File: config.mk
export PLATFORM = sky130hd
export DESIGN_NAME = pio_port
export DESIGN_NICKNAME = d
export VERILOG_FILES = /design/src/rtl/pio_pkg.sv /design/src/rtl/pio_regs.sv /design/src/rtl/pio_pad_ctl.sv /design/src/rtl/pio_in_sync.sv /design/src/rtl/pio_port.sv
export SDC_FILE = /design/constraint.sdc
export NUM_CORES = 1
export LEC_CHECK = 0
export ABC_AREA = 1
export ABC_CLOCK_PERIOD_IN_PS = 1150
export BUFFER_PORTS_ARGS = -buffer_cell sky130_fd_sc_hd__buf_2
export CORE_ASPECT_RATIO = 1.5
export CORE_MARGIN = 2
export CORE_UTILIZATION = 30
export DETAILED_ROUTE_END_ITERATION = 6
export HOLD_SLACK_MARGIN = 0.08
export PLACE_DENSITY = 0.54
export SLEW_MARGIN = 10
export SYNTH_ARGS = -nofsm -noshare
export SYNTH_HDL_FRONTEND = slang
export SYNTH_SLANG_ARGS = --single-unit
export TNS_END_PERCENT = 10
File: constraint.sdc
create_clock -name clk -period 1.15 [get_ports clk]
set_input_delay 0.23 -clock clk [delete_from_list [all_inputs] [get_ports clk]]
set_output_delay 0.23 -clock clk [all_outputs]
set_load 0.03 [all_outputs]
File: src/rtl/pio_pkg.sv
// Package: shared constants for the I/O port.
// Assumes a two-entry register map selected by a one-bit address.
package pio_pkg;
    localparam int unsigned REG_ADDR_W = 1;
    localparam logic [REG_ADDR_W-1:0] ADDR_LATCH = 1'b0;
    localparam logic [REG_ADDR_W-1:0] ADDR_DIR   = 1'b1;
endpackage

File: src/rtl/pio_regs.sv
// Module: output latch and direction register.
// Only the direction register is reset. The latch keeps its value across
// reset, so software must load it before it enables a driver.
module pio_regs
    import pio_pkg::*;
#(
    parameter int unsigned WIDTH = 8
) (
    input  logic                  clk,
    input  logic                  rst_n,
    input  logic                  wr,
    input  logic [REG_ADDR_W-1:0] addr,
    input  logic [WIDTH-1:0]      wdata,
    output logic [WIDTH-1:0]      latch_q,
    output logic [WIDTH-1:0]      dir_q
);
    // Latch: loaded on every data write, with no reset.
    always_ff @(posedge clk) begin
        if (wr && addr == ADDR_LATCH) latch_q <= wdata;
    end

    // Direction: cleared on reset, loaded on a direction write.
    always_ff @(posedge clk) begin
        if (!rst_n)                      dir_q <= '0;
        else if (wr && addr == ADDR_DIR) dir_q <= wdata;
    end

    // the edge that ends reset leaves every pin as an input.
    a_r6_dir_cleared: assert property (@(posedge clk) disable iff (!rst_n)
        !$past(rst_n) |-> dir_q == '0);

    // direction bits change only through a direction write.
    a_r11_dir_hold: assert property (@(posedge clk) disable iff (!rst_n)
        ($past(rst_n) && !$past(wr && addr == ADDR_DIR)) |-> $stable(dir_q));
endmodule

File: src/rtl/pio_pad_ctl.sv
// Module: per-pin drive selection.
// Isolation wins over the peripheral override, and the peripheral override
// wins over the direction bit. The whole block is combinational.
module pio_pad_ctl #(
    parameter int unsigned WIDTH = 8
) (
    input  logic [WIDTH-1:0] dir,
    input  logic [WIDTH-1:0] latch,
    input  logic [WIDTH-1:0] periph_en,
    input  logic [WIDTH-1:0] periph_out,
    input  logic             iso,
    output logic [WIDTH-1:0] pad_out,
    output logic [WIDTH-1:0] pad_oe
);
    for (genvar i = 0; i < WIDTH; i++) begin : g_pin
        // Pick the drive source and the enable for one pin.
        always_comb begin
            pad_out[i] = periph_en[i] ? periph_out[i] : latch[i];
            pad_oe[i]  = !iso && (periph_en[i] || dir[i]);
        end
    end
endmodule

File: src/rtl/pio_in_sync.sv
// Module: input clamp and synchroniser.
// The pad level is gated to 0 before the first flop so that a floating pin
// cannot toggle logic during isolation. The synchronised result is also
// masked, so reads return 0 at once when isolation starts.
module pio_in_sync #(
    parameter int unsigned WIDTH  = 8,
    parameter int unsigned STAGES = 2
) (
    input  logic             clk,
    input  logic             rst_n,
    input  logic [WIDTH-1:0] pad_in,
    input  logic             iso,
    output logic [WIDTH-1:0] pin_lvl
);
    logic [WIDTH-1:0] gated;
    logic [WIDTH-1:0] stg [STAGES];

    // Clamp the raw pad level while isolated.
    always_comb gated = pad_in & ~{WIDTH{iso}};

    for (genvar s = 0; s < STAGES; s++) begin : g_stage
        // One synchroniser flop stage.
        always_ff @(posedge clk) begin
            if (!rst_n)      stg[s] <= '0;
            else if (s == 0) stg[s] <= gated;
            else             stg[s] <= stg[(s == 0) ? 0 : s-1];
        end
    end

    // Mask the synchronised level while isolated.
    always_comb pin_lvl = stg[STAGES-1] & ~{WIDTH{iso}};
endmodule

File: src/rtl/pio_port.sv
// Module: top of the general-purpose I/O port.
// Assumes a single clock domain for the bus side, and that pad_in may change
// at any time. The isolation request is registered, so both the force and
// its release take effect one clock after the request changes.
module pio_port
    import pio_pkg::*;
#(
    parameter int unsigned WIDTH  = 8,
    parameter int unsigned STAGES = 2
) (
    input  logic                  clk,
    input  logic                  rst_n,
    input  logic [REG_ADDR_W-1:0] bus_addr,
    input  logic                  bus_wr,
    input  logic                  bus_rd,
    input  logic [WIDTH-1:0]      bus_wdata,
    output logic [WIDTH-1:0]      bus_rdata,
    input  logic [WIDTH-1:0]      periph_en,
    input  logic [WIDTH-1:0]      periph_out,
    input  logic                  sleep_req,
    input  logic                  iso_sel,
    input  logic [WIDTH-1:0]      pad_in,
    output logic [WIDTH-1:0]      pad_out,
    output logic [WIDTH-1:0]      pad_oe
);
    logic [WIDTH-1:0] latch_q;
    logic [WIDTH-1:0] dir_q;
    logic [WIDTH-1:0] pin_lvl;
    logic             iso_q;

    pio_regs #(.WIDTH(WIDTH)) u_regs (
        .clk(clk), .rst_n(rst_n), .wr(bus_wr), .addr(bus_addr),
        .wdata(bus_wdata), .latch_q(latch_q), .dir_q(dir_q)
    );

    pio_pad_ctl #(.WIDTH(WIDTH)) u_pad (
        .dir(dir_q), .latch(latch_q), .periph_en(periph_en),
        .periph_out(periph_out), .iso(iso_q),
        .pad_out(pad_out), .pad_oe(pad_oe)
    );

    pio_in_sync #(.WIDTH(WIDTH), .STAGES(STAGES)) u_sync (
        .clk(clk), .rst_n(rst_n), .pad_in(pad_in), .iso(iso_q),
        .pin_lvl(pin_lvl)
    );

    // Register the isolation request.
    always_ff @(posedge clk) begin
        if (!rst_n) iso_q <= 1'b0;
        else        iso_q <= sleep_req && iso_sel;
    end

    // Read data: the live pin level or the direction bits, held until the next read.
    always_ff @(posedge clk) begin
        if (!rst_n)      bus_rdata <= '0;
        else if (bus_rd) bus_rdata <= (bus_addr == ADDR_DIR) ? dir_q : pin_lvl;
    end

    // every driver is off one clock after an isolation request.
    a_r8_iso_hiz: assert property (@(posedge clk) disable iff (!rst_n)
        ($past(rst_n) && $past(sleep_req && iso_sel)) |-> pad_oe == '0);

    // a data read issued during isolation returns 0.
    a_r9_iso_read_zero: assert property (@(posedge clk) disable iff (!rst_n)
        ($past(rst_n) && $past(bus_rd && bus_addr == ADDR_LATCH && iso_q))
        |-> bus_rdata == '0);

    // while no isolation was requested, pins follow the direction bits and peripheral enables.
    a_r12_no_iso_drive: assert property (@(posedge clk) disable iff (!rst_n)
        ($past(rst_n) && !$past(sleep_req && iso_sel)) |-> pad_oe == (dir_q | periph_en));
endmodule

==> results.json, run 1 <==
{
  "fin_setup_tns_ns": -0.5008,
  "worst-path-buf-inv": 2,
  "io_pins": 63,
  "maxSlewHeadroom": 0.7831,
  "rows": 32,
  "leakage_uw": 0.001126,
  "crit_slowest_cell": "dfxtp_2",
  "crit_chain": "buf_12 -> nor2_4 -> buf_6",
  "fin_crit_sh": 1.065,
  "max_freq_ghz": 0.8162,
  "max_cap_viol_count": 0,
  "dr.pass1.iters": 4,
  "reg2reg_from": "iso_q",
  "drv_slew": 0,
  "layout-drive-gt1-share": 0.4221,
  "die_h_um": 92.22,
  "hold_path.class": "in2reg",
  "worstHoldEndpoint": "u_regs.latch_q[2]",
  "r2r-end": "bus_rdata[0]",
  "cts_hold_buffers": 0,
  "grt_pass1_vias": 1357,
  "critPathTopFamily": "flip-flops",
  "multi_input_area_um2": 598.1,
  "p_sw_uw": 845.8,
  "power_density_nw_per_um2": 1359,
  "die_area_um2": 5792,
  "dp_slack_ns": 0.09538,
  "antenna_left": 0,
  "required_ns": 0.92,
  "holdPathStages": 1,
  "syn-num-nets": 231,
  "antenna_found_initial": 0,
  "cts-buffers-inserted": 5,
  "cts_max_path_buffers": 2,
  "ys_types": 14,
  "clk_latency_ns": 0.29,
  "n_fill_cell": 548,
  "start_util": 0.3061,
  "min_from": "bus_wdata[2]",
  "wl_per_cell_um": 10.11,
  "critPathLaunchType": "flip-flop",
  "clock_skew_ns": 0.006683,
  "antenna_cells": 0,
  "area_growth_syn_to_layout_pct": 45.34,
  "synth_area_um2": 1556,
  "overflow": 0,
  "rsz0062_at_grt": "yes",
  "place.gp.congestion": 0.7171,
  "syn_inst": 192,
  "viasPerCell": 4.100,
  "final_common_cell": "buf_2",
  "stdcell_area_um2": 2262,
  "period_minus_slack_ns": 1.225,
  "cts_tree": "yes",
  "htree_levels": 2,
  "dpl.hpwl_um": 2568,
  "grt_pass1_wl_um": 5913,
  "power_frac_comb": 0.196,
  "core_area_um2": 5085,
  "vias": 1357,
  "reg2reg_slack_ns": 0.06,
  "hold_viol_final": 0,
  "postSynthAreaPerCell_um2": 8.107,
  "layout_common_cells": "46 x buf_2, 42 x nand2_1, 28 x dfxtp_1",
  "clock_sinks": 41,
  "drc": 0,
  "critPathArrivalTime_ns": 1.00,
  "seqPwrFrac": 0.518,
  "gr-usage-all-layers": 0.1305,
  "die_w_um": 62.81,
  "placed_area_um2": 1967,
  "root_buffer": "clkbuf_8",
  "violations": "negative setup slack",
  "path_clk_slew_ns": 0.08,
  "tightest_slew_ns": 0.3245,
  "max_stage_delay_ns": 0.34,
  "ff_latch_area_um2": 907.1,
  "crit_path_end_kind": "primary output",
  "finalNetCount": 301,
  "timing.final.ws_setup_ns": -0.07514,
  "cp_max_fo": 6,
  "yosysWarnings": 0,
  "synth_seq_cells": 41,
  "peakVddDrop_uv": 665.5,
  "setup_viol": 8,
  "numPortBuffers": 62,
  "dr.first_iter.drc_count": 14,
  "clockPowerShare": 0.287,
  "routed_wl_um": 3346,
  "reg2regPathDepth": 5,
  "sw_frac_of_total": 0.2752,
  "synth_seq_area_share": 0.5788,
  "worst-setup-path-type": "reg2out",
  "status": "finished, violations left",
  "power_uw": 3073,
  "grt_start_max_net_pins": 21,
  "intPower_uw": 2228
}
==> synthesized netlist by cell type <==
cell | instances | area share
a21oi_1 | 16 | 0.051
nand2_1 | 42 | 0.10
or2_1 | 1 | 0.0040
nor2_2 | 8 | 0.032
o21ai_0 | 5 | 0.016
dfxtp_1 | 33 | 0.42
buf_6 | 2 | 0.014
o21ai_1 | 11 | 0.035
inv_2 | 3 | 0.0072
inv_1 | 25 | 0.060
buf_2 | 3 | 0.0096
nor2_4 | 1 | 0.0072
edfxtp_1 | 8 | 0.15
nor2_1 | 34 | 0.082
==> sequential cells by signal, indices dropped and copies added (netlist names) <==
register and count:
bus_rdata 8, iso_q 1, u_regs.dir_q 8, u_regs.latch_q 8, u_sync.stg 16
==> stage by stage <==
step / utilization / cells / hold slack [ns]
2_1_floorplan: - / 192 / 0.3289
3_3_place_gp: 0.3868 / 322 / 0.3919
3_5_place_dp: 0.3868 / 322 / 0.3982
4_1_cts: 0.4429 / 331 / 0.1182
5_1_grt: 0.4449 / 331 / 0.1077
6_report: 0.4449 / 331 / 0.1331
==> routing by layer <==
| layer | part of all wire | GRT usage | vias up |
|---|---|---|---|
| met4 | 0.016 | 0.05556 | 0 |
| met3 | 0.051 | 0.03436 | 4 |
| met2 | 0.56 | 0.2527 | 43 |
| met1 | 0.37 | 0.1275 | 586 |
| met5 | 0 | 0 | - |
| li1 | - | - | 724 |
==> cells by family after synthesis <==
| logic type | after synthesis | share of synthesized area |
|---|---|---|
| simple gates | 86 | 0.2267 |
| flops | 41 | 0.5788 |
| buf+inv | 33 | 0.09164 |
| compound gates | 32 | 0.1029 |
==> timing repair <==
| item | CTS | global route |
|---|---|---|
| endpoints found under the setup margin | 16 | 23 |
| resized for setup | 62 | 4 |
| hold endpoints to repair | 0 | 0 |
| pin swaps | 12 | 5 |
| setup buffers | 1 | 0 |
==> cell type report <==
| class | count | area share |
|---|---|---|
| clock buffers | 6 | 0.03208 |
| repair buffers | 68 | 0.2140 |
| multi-input cells | 118 | 0.2644 |
| clock inverters | 2 | 0.004425 |
| well taps | 68 | 0.03761 |
| inverters | 28 | 0.04646 |
| flip-flops and latches | 41 | 0.4010 |
==> power by group through the flow <==
stage	combinational [uW]	sequential [uW]	clock, uW
3_5_place_dp	490	1620	0
4_1_cts	603	1590	912
5_1_grt	662	1600	995
2_1_floorplan	277	1640	0
3_3_place_gp	484	1620	0
6_report	602	1590	881
==> worst max path at each step <==
| stage | from | to | slack, ns | cells after the start |
|---|---|---|---|---|
| 6_report | iso_q | pad_oe[0] | -0.08 | 3 |
| 5_1_grt | iso_q | pad_oe[0] | -0.13 | 3 |
| 4_1_cts | iso_q | pad_oe[7] | -0.08 | 3 |
| 3_5_place_dp | iso_q | u_sync.stg[0][4] | 0.1 | 3 |
| 3_3_place_gp | iso_q | u_sync.stg[0][5] | 0.12 | 3 |
| 2_1_floorplan | iso_q | pad_oe[0] | 0.08 | 2 |
No activity file was read; power rests on OpenSTA's default activity.
==> run 2: changes to the inputs <==
- ABC_CLOCK_PERIOD_IN_PS: 1150 -> 1500
- PLACE_DENSITY: 0.54 -> 0.52
- clock period: 1.15 -> 1.5 ns (I/O delays scaled with it)
==> results.json, run 2 (synthesis gave the netlist of run 1 again) <==
{
  "routed_wl_um": 3185,
  "grt_pass1_wl_um": 5333,
  "hold_viol_final": 0,
  "core_area_um2": 5085,
  "cts-buffers-inserted": 5,
  "drv_slew": 0,
  "dr.pass1.iters": 4,
  "cp_max_fo": 9,
  "tightest_slew_ns": 0.4321,
  "grt_pass1_vias": 1204,
  "critPathArrivalTime_ns": 1.09,
  "clock_skew_ns": 0.002675,
  "period_minus_slack_ns": 1.389,
  "status": "finished clean",
  "setup_viol": 0,
  "finalNetCount": 298,
  "cts_tree": "yes",
  "intPower_uw": 1677,
  "io_pins": 63,
  "htree_levels": 2,
  "postCtsSetupBuffers": 0,
  "sw_frac_of_total": 0.2652,
  "max_freq_ghz": 0.7202,
  "hold_path.class": "in2reg",
  "crit_path_end_kind": "primary output",
  "drc": 0,
  "max_stage_delay_ns": 0.31,
  "n_fill_cell": 543,
  "rows": 32,
  "fin_crit_sh": 0.9257,
  "power_density_nw_per_um2": 1128,
  "wl_per_cell_um": 9.740,
  "gr-usage-all-layers": 0.1202,
  "path_clk_slew_ns": 0.07,
  "die_w_um": 62.81,
  "dpl.hpwl_um": 2462,
  "stdcell_area_um2": 2023,
  "clockPowerShare": 0.309,
  "peakVddDrop_uv": 559.1,
  "place.gp.congestion": 0.7517,
  "die_h_um": 92.22,
  "placed_area_um2": 1937,
  "largest_register_ffs": 16,
  "clock_sinks": 41,
  "ff_latch_area_um2": 900.9,
  "power_frac_comb": 0.159,
  "vias": 1318,
  "crit_chain": "buf_4 -> nor2_1 -> buf_2",
  "max_cap_viol_count": 0,
  "dp_cells": 320,
  "numPortBuffers": 62,
  "rsz0062_at_grt": "no",
  "final_common_cell": "buf_2",
  "fin_setup_tns_ns": 0,
  "dr.first_iter.drc_count": 32,
  "critPathLaunchType": "flip-flop",
  "maxSlewHeadroom": 0.7119,
  "layout-drive-gt1-share": 0.3205,
  "worst-setup-path-type": "reg2out",
  "crit_slowest_cell": "dfxtp_1",
  "cts_max_path_buffers": 2,
  "multi_input_area_um2": 513.0,
  "grt_start_max_net_pins": 25,
  "clk_latency_ns": 0.29,
  "antenna_cells": 0,
  "viasPerCell": 4.031,
  "overflow": 0,
  "root_buffer": "clkbuf_8",
  "largest-register": "u_sync.stg",
  "p_sw_uw": 605.4,
  "instances_no_fill": 327,
  "die_area_um2": 5792,
  "seqPwrFrac": 0.532,
  "leakage_uw": 0.001059,
  "antenna_found_initial": 0,
  "ctsResizeCount": 0,
  "cts_hold_buffers": 0,
  "antenna_left": 0,
  "power_uw": 2283,
  "final_util": 0.3979,
  "start_util": 0.3061,
  "area_growth_syn_to_layout_pct": 29.98,
  "required_ns": 1.20,
  "layout_common_cells": "62 x buf_2, 42 x nand2_1, 34 x nor2_1"
}
-- run 2: power groups by stage --
stage	combinational, uW	clock (uW)	sequential (uW)
2_1_floorplan	211	0	1260
3_3_place_gp	362	0	1240
3_5_place_dp	367	0	1240
4_1_cts	368	723	1220
5_1_grt	404	773	1220
6_report	362	706	1210
-- run 2: metrics by stage --
stage | setup slack (ns) | hold WS, ns
2_1_floorplan | 0.2723 | 0.3905
3_3_place_gp | 0.3517 | 0.3938
3_5_place_dp | 0.3230 | 0.3947
4_1_cts | 0.09661 | 0.1975
5_1_grt | 0.008725 | 0.2004
6_report | 0.1115 | 0.2031
-- run 2: routing by layer --
layer / track usage / part of all wire / vias to the layer above
met3: 0.03436 / 0.051 / 12
met5: 0 / 0 / -
met2: 0.2115 / 0.53 / 41
li1: - / - / 720
met4: 0.08704 / 0.046 / 0
met1: 0.1190 / 0.37 / 545
-- run 2: worst max-delay path: cells and delay by family (launching register included) --
kind	cells	cell delay, ns
AND/OR/NAND/NOR	1	0.11
flip-flops	1	0.31
buffers and inverters	2	0.38
-- run 2: cell type report --
cell class / instances / area share
flip-flops and latches: 41 / 0.4453
repair buffers: 65 / 0.1645
clock buffers: 7 / 0.04267
inverters: 28 / 0.05195
multi-input cells: 118 / 0.2536
well taps: 68 / 0.04205
-- run 2: path summary, 6_finish.rpt --
check                                       from           endpoint  slack (ns)  cells after the start
worst min-delay path                bus_wdata[2]  u_regs.latch_q[2]        0.20                      1
worst min register to register  u_sync.stg[0][1]   u_sync.stg[1][1]        0.41                      2
worst max-delay path                       iso_q          pad_oe[1]        0.11                      3
worst max register to register             iso_q       bus_rdata[5]        0.52                      4
